==> config.mk <==
export PLATFORM = sky130hd
export DESIGN_NAME = memmap_prio_decoder
export DESIGN_NICKNAME = d
export VERILOG_FILES = /design/src/rtl/mmd_pkg.sv /design/src/rtl/mmd_window.sv /design/src/rtl/mmd_init_reg.sv /design/src/rtl/mmd_prio_pick.sv /design/src/rtl/memmap_prio_decoder.sv
export SDC_FILE = /design/constraint.sdc
export NUM_CORES = 1
export LEC_CHECK = 0
export ABC_AREA = 0
export BUFFER_PORTS_ARGS = -buffer_cell sky130_fd_sc_hd__buf_4
export CORE_MARGIN = 2
export CORE_UTILIZATION = 44
export DETAILED_ROUTE_END_ITERATION = 10
export PLACE_DENSITY = 0.83
export SLEW_MARGIN = 25
export SYNTH_ARGS = -nofsm -noshare
export SYNTH_HDL_FRONTEND = slang
export SYNTH_SLANG_ARGS = --single-unit
==> constraint.sdc <==
create_clock -name clk -period 3.6 [get_ports clk]
set_input_delay 0.36 -clock clk [delete_from_list [all_inputs] [get_ports clk]]
set_output_delay 0.36 -clock clk [all_outputs]
set_load 0.05 [all_outputs]
==> src/rtl/mmd_pkg.sv <==
package mmd_pkg;
  localparam int NUM_RGN = 4;

  // Index of each region in the select vector; lower index has priority.
  typedef enum int {
    RGN_IO  = 0,
    RGN_EE  = 1,
    RGN_NV  = 2,
    RGN_RAM = 3
  } rgn_idx_e;
endpackage

==> src/rtl/mmd_window.sv <==
module mmd_window #(
  parameter int ADDR_W = 16
) (
  input  logic [ADDR_W-1:0] addr,
  input  logic [ADDR_W-1:0] base,
  input  logic [ADDR_W-1:0] size,
  output logic              hit,
  output logic [ADDR_W-1:0] off
);
  // Modular distance from base; in range when below the window size.
  always_comb begin
    off = addr - base;
    hit = (off < size);
  end
endmodule

==> src/rtl/mmd_init_reg.sv <==
module mmd_init_reg #(
  parameter int          DATA_W  = 8,
  parameter logic [7:0]  RST_VAL = 8'h01
) (
  input  logic              clk,
  input  logic              rst,
  input  logic              wr_en,
  input  logic [DATA_W-1:0] wdata,
  output logic [DATA_W-1:0] init_q
);
  always_ff @(posedge clk) begin
    if (rst)        init_q <= DATA_W'(RST_VAL);
    else if (wr_en) init_q <= wdata;
  end

  // a matching write loads the data
  a_r5_load: assert property (@(posedge clk) disable iff (rst)
    wr_en |=> init_q == $past(wdata));
  // without a matching write the register holds
  a_r5_hold: assert property (@(posedge clk) disable iff (rst)
    !wr_en |=> $stable(init_q));
endmodule

==> src/rtl/mmd_prio_pick.sv <==
module mmd_prio_pick #(
  parameter int N      = 4,
  parameter int ADDR_W = 16
) (
  input  logic [N-1:0]             hits,
  input  logic [N-1:0][ADDR_W-1:0] offs,
  output logic [N-1:0]             sel,
  output logic [ADDR_W-1:0]        off,
  output logic                     miss
);
  // Lowest index that hits wins.
  always_comb begin
    logic found;
    found = 1'b0;
    sel   = '0;
    off   = '0;
    for (int i = 0; i < N; i++) begin
      if (!found && hits[i]) begin
        sel[i] = 1'b1;
        off    = offs[i];
        found  = 1'b1;
      end
    end
    miss = !found;
  end
endmodule

==> src/rtl/memmap_prio_decoder.sv <==
module memmap_prio_decoder
  import mmd_pkg::*;
#(
  parameter int         ADDR_W      = 16,
  parameter int         DATA_W      = 8,
  parameter int         EE_BASE     = 'hB200,
  parameter int         EE_SIZE     = 'h200,
  parameter int         NV_BASE     = 'h0800,
  parameter int         NV_SIZE     = 'h800,
  parameter int         RAM_SIZE    = 'h100,
  parameter int         IO_SMALL_SZ = 'h40,
  parameter int         IO_LARGE_SZ = 'h400,
  parameter int         INIT_OFF    = 'h3D,
  parameter logic [7:0] INIT_RST    = 8'h01
) (
  input  logic              clk,
  input  logic              rst,
  input  logic              big_io_win,
  input  logic              acc_valid,
  input  logic              acc_write,
  input  logic [ADDR_W-1:0] acc_addr,
  input  logic [DATA_W-1:0] acc_wdata,
  output logic [NUM_RGN-1:0] rgn_sel,
  output logic [ADDR_W-1:0] rgn_off,
  output logic              ext_access,
  output logic [DATA_W-1:0] init_val
);
  localparam int IO_SHIFT  = ADDR_W - 4;
  localparam int RAM_SHIFT = ADDR_W - 8;

  logic [DATA_W-1:0]              init_q;
  logic [NUM_RGN-1:0][ADDR_W-1:0] win_base;
  logic [NUM_RGN-1:0][ADDR_W-1:0] win_size;
  logic [NUM_RGN-1:0]             win_hit;
  logic [NUM_RGN-1:0][ADDR_W-1:0] win_off;
  logic [NUM_RGN-1:0]             pick_sel;
  logic [ADDR_W-1:0]              pick_off;
  logic                           pick_miss;
  logic                           init_wr;

  // Region bases and sizes; the I/O and RAM bases come from init nibbles.
  always_comb begin
    win_base[RGN_IO]  = ADDR_W'(init_q[3:0]) << IO_SHIFT;
    win_size[RGN_IO]  = big_io_win ? ADDR_W'(IO_LARGE_SZ) : ADDR_W'(IO_SMALL_SZ);
    win_base[RGN_EE]  = ADDR_W'(EE_BASE);
    win_size[RGN_EE]  = ADDR_W'(EE_SIZE);
    win_base[RGN_NV]  = ADDR_W'(NV_BASE);
    win_size[RGN_NV]  = ADDR_W'(NV_SIZE);
    win_base[RGN_RAM] = ADDR_W'(init_q[7:4]) << RAM_SHIFT;
    win_size[RGN_RAM] = ADDR_W'(RAM_SIZE);
  end

  for (genvar g = 0; g < NUM_RGN; g++) begin : g_win
    mmd_window #(.ADDR_W(ADDR_W)) u_win (
      .addr (acc_addr),
      .base (win_base[g]),
      .size (win_size[g]),
      .hit  (win_hit[g]),
      .off  (win_off[g])
    );
  end

  mmd_prio_pick #(.N(NUM_RGN), .ADDR_W(ADDR_W)) u_pick (
    .hits (win_hit),
    .offs (win_off),
    .sel  (pick_sel),
    .off  (pick_off),
    .miss (pick_miss)
  );

  assign init_wr = acc_valid && acc_write && win_hit[RGN_IO]
                   && (win_off[RGN_IO] == ADDR_W'(INIT_OFF));

  mmd_init_reg #(.DATA_W(DATA_W), .RST_VAL(INIT_RST)) u_init (
    .clk    (clk),
    .rst    (rst),
    .wr_en  (init_wr),
    .wdata  (acc_wdata),
    .init_q (init_q)
  );

  always_ff @(posedge clk) begin
    if (rst || !acc_valid) begin
      rgn_sel    <= '0;
      rgn_off    <= '0;
      ext_access <= 1'b0;
    end else begin
      rgn_sel    <= pick_sel;
      rgn_off    <= pick_off;
      ext_access <= pick_miss;
    end
  end

  assign init_val = init_q;

  // at most one region selected
  a_r1_onehot: assert property (@(posedge clk) disable iff (rst)
    $onehot0(rgn_sel));
  // each valid access yields a select or a miss next cycle
  a_r1_result: assert property (@(posedge clk) disable iff (rst)
    acc_valid |=> (rgn_sel != '0) || ext_access);
  // a miss never comes with a select
  a_r6_miss_clear: assert property (@(posedge clk) disable iff (rst)
    ext_access |-> rgn_sel == '0);
  // an I/O window hit always wins
  a_r2_io_wins: assert property (@(posedge clk) disable iff (rst)
    (acc_valid && win_hit[RGN_IO]) |=> rgn_sel[RGN_IO]);
  // idle cycle gives empty outputs
  a_r8_idle: assert property (@(posedge clk) disable iff (rst)
    !acc_valid |=> (rgn_sel == '0) && !ext_access && (rgn_off == '0));
endmodule

==> flow_summary.json, run 1 <==
{
  "initial_utilization_pct": 46.3,
  "min_period_ps": 2200,
  "grt_setup_unrepaired": "no",
  "die-area_sq_um": 3710,
  "path_class": "register to register",
  "grt_max_degree": 13,
  "status": "finished clean",
  "portBuffers": 57,
  "cpPeakStageDelay_ps": 480,
  "cts_hold_repair.buffers": 0,
  "drt_iter0_markers": 24,
  "ios": 58,
  "avgSynthCellArea_sq_um": 9.62,
  "cts_inserted_buffers": 5,
  "vias_per_cell": 4.86,
  "crit_slowest_cell": "fa_1",
  "dr.pass1.iters": 4,
  "end_kind": "register",
  "antenna_found_initial": 0,
  "die_y_um": 60.9,
  "gr-total-overflow": 0,
  "use_met1_pct": 19.8,
  "fill_cells": 271,
  "clock_latency_ps": 310,
  "synth_top_area_cell": "dfxtp_1",
  "cp_top_family": "adder cells",
  "grt_pass1_vias": 1174,
  "muxShareOfSynthArea_pct": 4.92,
  "grt_pass1_wl_um": 4800,
  "met2_usage_pct": 30.3,
  "hold_class": "input port to register",
  "slew_violations": 0,
  "cts_resized": 0,
  "power_density_nw_per_um2": 315,
  "ir_worst_vdd_uv": 305,
  "num_antenna_cells": 0,
  "drc": 0,
  "seq_area_sq_um": 581,
  "synth_top_area_share_pct": 40.8,
  "ys_warn_count": 0,
  "worstPathArrival_ps": 2440,
  "dp_hpwl_um": 2580,
  "gp_congestion": 0.921,
  "clock_skew_ps": 6.76,
  "clk_pin_slew_ps": 80,
  "postSynthCellCount": 148,
  "cts_tree": "yes",
  "path_max_fanout": 8,
  "wl_um": 3080,
  "synthDistinctLibCells": 34,
  "timing.final.crit_share_pct": 61.1,
  "whs_ps": 272,
  "setup_viol_count_final": 0,
  "setup_tns_ps": 0,
  "synth-adder-area-share_pct": 13.4,
  "maxCapViolCount": 0,
  "routedWlPerCell_um": 11.9,
  "synth_compound_area_share_pct": 8.61,
  "drive_gt1_share_pct": 32.7,
  "netlist_area_sq_um": 1420,
  "die_w_um": 60.9,
  "synth_xor_area_share_pct": 4.92,
  "grt_usage_pct": 17.4,
  "rows": 20,
  "ys_seq_area_share_pct": 40.8,
  "htree_levels": 2,
  "worstPathRequired_ps": 3840,
  "num-nets-final": 257,
  "multiInputGateArea_sq_um": 802,
  "cp_num_buf_inv": 1,
  "ant_nets": 0,
  "vias": 1255,
  "root_buffer": "clkbuf_4",
  "grt_busiest_layer": "met2",
  "core_sq_um": 3080,
  "leakagePower_nw": 0.953,
  "ys_seq_elements": 29,
  "synth_commonest_cells": "dfxtp_1 (29), nor2_1 (21), inv_1 (13), ha_1 (12), nand2_1 (12)",
  "max_slew_margin_pct": 56.6,
  "synth_edf_count": 0,
  "synth_top_family_by_area": "simple AND/OR/NAND/NOR gates",
  "grtUsageMet3_pct": 5.76,
  "synth_most_common_cell": "dfxtp_1",
  "syn_to_final_growth_pct": 38.3,
  "async_reset_ff_share_pct": 0,
  "cts_sinks": 29,
  "synth.area.top_cells": "dfxtp_1 (41%), ha_1 (11%), nor2_1 (5.5%)",
  "postCtsSetupRepairBufs": 0,
  "crit_chain": "ha_1, inv_1, fa_1, nor4_4, o211ai_1, o2111a_1, nor2_1",
  "synth-main-ff-cell": "dfxtp_1",
  "hold_viol_final": 0,
  "cts_buffer_depth": 2,
  "synth-simple-area-share_pct": 23.2,
  "worstSetupStartpointType": "register",
  "tightest_slew_ps": 650,
  "fmax_ghz": 0.455
}
registers in the layout (all words and copies together), names as in the netlist:
name,cells
ext_access,1
rgn_off,16
rgn_sel,4
u_init.init_q,8
power breakdown:
| group | leakage [nW] | switching (W) | internal, W |
|---|---|---|---|
| Combinational | 0.686 | 0.0000632 | 0.0000470 |
| Clock | 0.0314 | 0.0000918 | 0.0000919 |
| Sequential | 0.236 | 0.00000122 | 0.000325 |
logic make-up (layout without fill, tap and decap cells):
kind of cell	after synthesis	count (layout)
mux	7	7
flops	29	29
simple gates	59	59
xor+xnor	8	8
buf+inv	15	77
fa+ha+maj	14	14
compound gates	15	15
other cells	1	5
layer usage:
| metal | vias to the layer above | part of all wire, % |
|---|---|---|
| li1 | 627 | - |
| met1 | 559 | 43 |
| met2 | 60 | 48 |
| met3 | 9 | 7.5 |
| met4 | 0 | 2.0 |
| met5 | - | 0 |
worst register-to-register path, cell delays in order (launching register included):
cell and delay [ps]:
dfxtp_1 370, ha_1 180, inv_1 60, fa_1 480, nor4_4 360, o211ai_1 240
o2111a_1 300, nor2_1 140
through the flow:
stage               utilization [%]  setup slack (ps)  power [W]  cells  instance area, sq um
finish                         64.0              1400   0.000620    258                  1970
global route                   64.0              1240   0.000648    258                  1970
CTS                            64.0              1380   0.000627    258                  1970
detailed placement             62.2              1200   0.000444    251                  1910
global placement               62.2              1310   0.000441    251                  1910
floorplan                         -              1240   0.000395    152                  1440
path summary, 6_finish.rpt:
| check | startpoint | end | slack, ps | depth (start not counted) |
|---|---|---|---|---|
| worst min register to register | u_init.init_q[0] | u_init.init_q[0] | 550 | 2 |
| worst min-delay path | acc_addr[1] | rgn_off[1] | 270 | 3 |
| worst max register to register | u_init.init_q[0] | rgn_off[6] | 1400 | 7 |
| worst max-delay path | u_init.init_q[0] | rgn_off[6] | 1400 | 7 |
final cells by class:
class | instances | share of cell area [%]
Clock buffer | 7 | 2.80
Inverter | 13 | 2.48
Multi-Input combinational cell | 108 | 40.7
Sequential cell | 29 | 29.5
Tap cell | 44 | 2.80
Timing Repair Buffer | 57 | 21.7
layout by cell type (no fill, tap or decap), types with 2 or more instances in the layout:
cell	count
a21oi_1	6
and3_1	5
and4_1	2
buf_4	57
clkbuf_4	5
conb_1	5
dfxtp_1	29
fa_1	2
ha_1	12
inv_1	13
mux2i_1	7
nand2_1	12
nand2b_1	2
nand3_1	2
nand3b_1	2
nand4_1	2
nor2_1	21
nor2b_1	2
nor3_1	2
nor4_4	2
o211ai_1	2
xnor2_1	4
xor2_1	4
Power figures use the tool's default switching activity.
==> inputs of run 2 (changes only) <==
==> constraint.sdc (replaced) <==
create_clock -name clk -period 2.1 [get_ports clk]
set_input_delay 0.21 -clock clk [delete_from_list [all_inputs] [get_ports clk]]
set_output_delay 0.21 -clock clk [all_outputs]
set_load 0.05 [all_outputs]
==> run 2 against run 1 <==
- the flow now finishes with violations (negative setup slack)
- critical endpoint is now rgn_off[8]
- largest power group unchanged
- register-to-register slack worse by 1400 ps
- power increased by 74%
- clock skew increased by 1.2 ps
- sequential share of layout area down 0.65 points
- wire length up 6.5%
==> flow_summary.json, run 2 (synthesized netlist as in run 1, its figures left out) <==
{
  "vias_per_cell": 4.81,
  "ir_worst_vdd_uv": 476,
  "initial_utilization_pct": 46.3,
  "largest_register_ffs": 16,
  "seq_area_sq_um": 589,
  "die-area_sq_um": 3710,
  "mostFrequentLayoutCells": "buf_4 (60), dfxtp_1 (24), nor2_1 (21)",
  "postCtsSetupRepairBufs": 0,
  "htree_levels": 2,
  "path_class": "register to register",
  "setup_tns_ps": -12.8,
  "grtUsageMet3_pct": 7.89,
  "multiInputGateArea_sq_um": 846,
  "largest_registers": "rgn_off x16, u_init.init_q x8, rgn_sel x4",
  "worstSetupStartpointType": "register",
  "grt_setup_unrepaired": "yes",
  "tightest_slew_ps": 738,
  "hold_viol_final": 0,
  "fin_total_pwr_w": 0.00108,
  "dp_hpwl_um": 2540,
  "rows": 20,
  "timing.final.crit_share_pct": 101,
  "met2_usage_pct": 28.6,
  "p_comb_share_pct": 18.5,
  "status": "finished, violations left",
  "p_clk_share_pct": 29.7,
  "grt_pass1_vias": 1098,
  "path_max_fanout": 4,
  "ios": 58,
  "cts_sinks": 29,
  "ant_nets": 0,
  "syn_to_final_growth_pct": 43.6,
  "worstPathRequired_ps": 2350,
  "clk_pin_slew_ps": 80,
  "end_kind": "register",
  "die_w_um": 60.9,
  "grt_pass1_wl_um": 4790,
  "drc": 0,
  "slew_violations": 0,
  "final_cell_area_sq_um": 2040,
  "portBuffers": 57,
  "gp_congestion": 0.830,
  "finalWorstSetupSlack_ps": -12.8,
  "final_common_cell": "buf_4",
  "core_sq_um": 3080,
  "num-nets-final": 261,
  "routedWlPerCell_um": 12.5,
  "die_y_um": 60.9,
  "intPower_w": 0.000800,
  "reg2reg_depth": 8,
  "root_buffer": "clkbuf_4",
  "drt_iter0_markers": 24,
  "setup_viol_count_final": 1,
  "cts_buffer_depth": 2,
  "largest_register": "rgn_off",
  "switchingPower_w": 0.000278,
  "dr.pass1.iters": 4,
  "num_antenna_cells": 0,
  "wl_um": 3280,
  "max_slew_margin_pct": 50.7,
  "leakagePower_nw": 0.977,
  "fill_cells": 275,
  "vias": 1261,
  "min_period_ps": 2110,
  "min_path_cells": 3,
  "gr-total-overflow": 0,
  "power_density_nw_per_um2": 527,
  "violations": "negative setup slack",
  "grt_max_degree": 13,
  "hold_class": "input port to register",
  "grt_usage_pct": 17.7,
  "clock_latency_ps": 310,
  "share_seq_of_total_power_pct": 51.8,
  "placed_cell_area_sq_um": 1950,
  "antenna_found_initial": 0,
  "grt_busiest_layer": "met2",
  "maxCapViolCount": 0,
  "drive_gt1_share_pct": 39.0,
  "clock_skew_ps": 8.01,
  "use_met1_pct": 21.3,
  "fmax_ghz": 0.473,
  "fin_cells": 262,
  "dp_cells": 254,
  "cts_hold_repair.buffers": 0,
  "cts_tree": "yes",
  "sw_frac_of_total_pct": 25.8,
  "worstPathArrival_ps": 2360,
  "cts_inserted_buffers": 5
}
run 2: power by group through the flow:
stage | registers (W) | logic (W) | clock network (W)
finish | 0.000558 | 0.000199 | 0.000320
global route | 0.000559 | 0.000217 | 0.000363
CTS | 0.000558 | 0.000191 | 0.000337
detailed placement | 0.000571 | 0.000190 | 0
global placement | 0.000571 | 0.000186 | 0
floorplan | 0.000600 | 0.0000748 | 0
run 2: path summary, 6_finish.rpt:
| kind | to | slack (ps) | start |
|---|---|---|---|
| max | rgn_off[8] | -10 | u_init.init_q[0] |
| min | rgn_off[1] | 120 | acc_addr[1] |
| max reg2reg | rgn_off[8] | -10 | u_init.init_q[0] |
| min reg2reg | u_init.init_q[1] | 510 | u_init.init_q[1] |
run 2: timing repair:
action                     4_1_cts  5_1_grt
pin swaps                        1        1
gates cloned                     0        1
gates resized for setup          0        7
setup endpoints to repair       13       21
run 2: area by class of cell:
type / count / share of cell area (%)
multi-input cells: 109 / 41.4
flip-flops and latches: 29 / 28.8
repair buffers: 60 / 22.0
clock buffers: 7 / 2.69
well taps: 44 / 2.69
inverters: 13 / 2.39
run 2: metal layers:
| metal | wire [um] | share of wire [%] |
|---|---|---|
| met1 | 1390 | 42 |
| met2 | 1630 | 50 |
| met3 | 223 | 6.8 |
| met4 | 40 | 1.2 |
| met5 | 0 | 0 |
run 2: worst max-delay path: stages, from the launching register on:
cell,delay [ps]
dfxtp_4,370
ha_4,160
inv_2,50
fa_2,440
nor4_4,370
o211ai_1,220
buf_4,200
nand3_2,80
and3_1,160
run 2: metrics by stage:
stage                     hold slack (ps)  util, %  setup slack [ps]
after floorplan                       324        -              12.9
after global placement                431     63.2              3.77
after detailed placement              441     63.2             -61.1
after CTS                             111     65.0              21.1
after global routing                 98.4     66.4              -129
final                                 122     66.4             -12.8
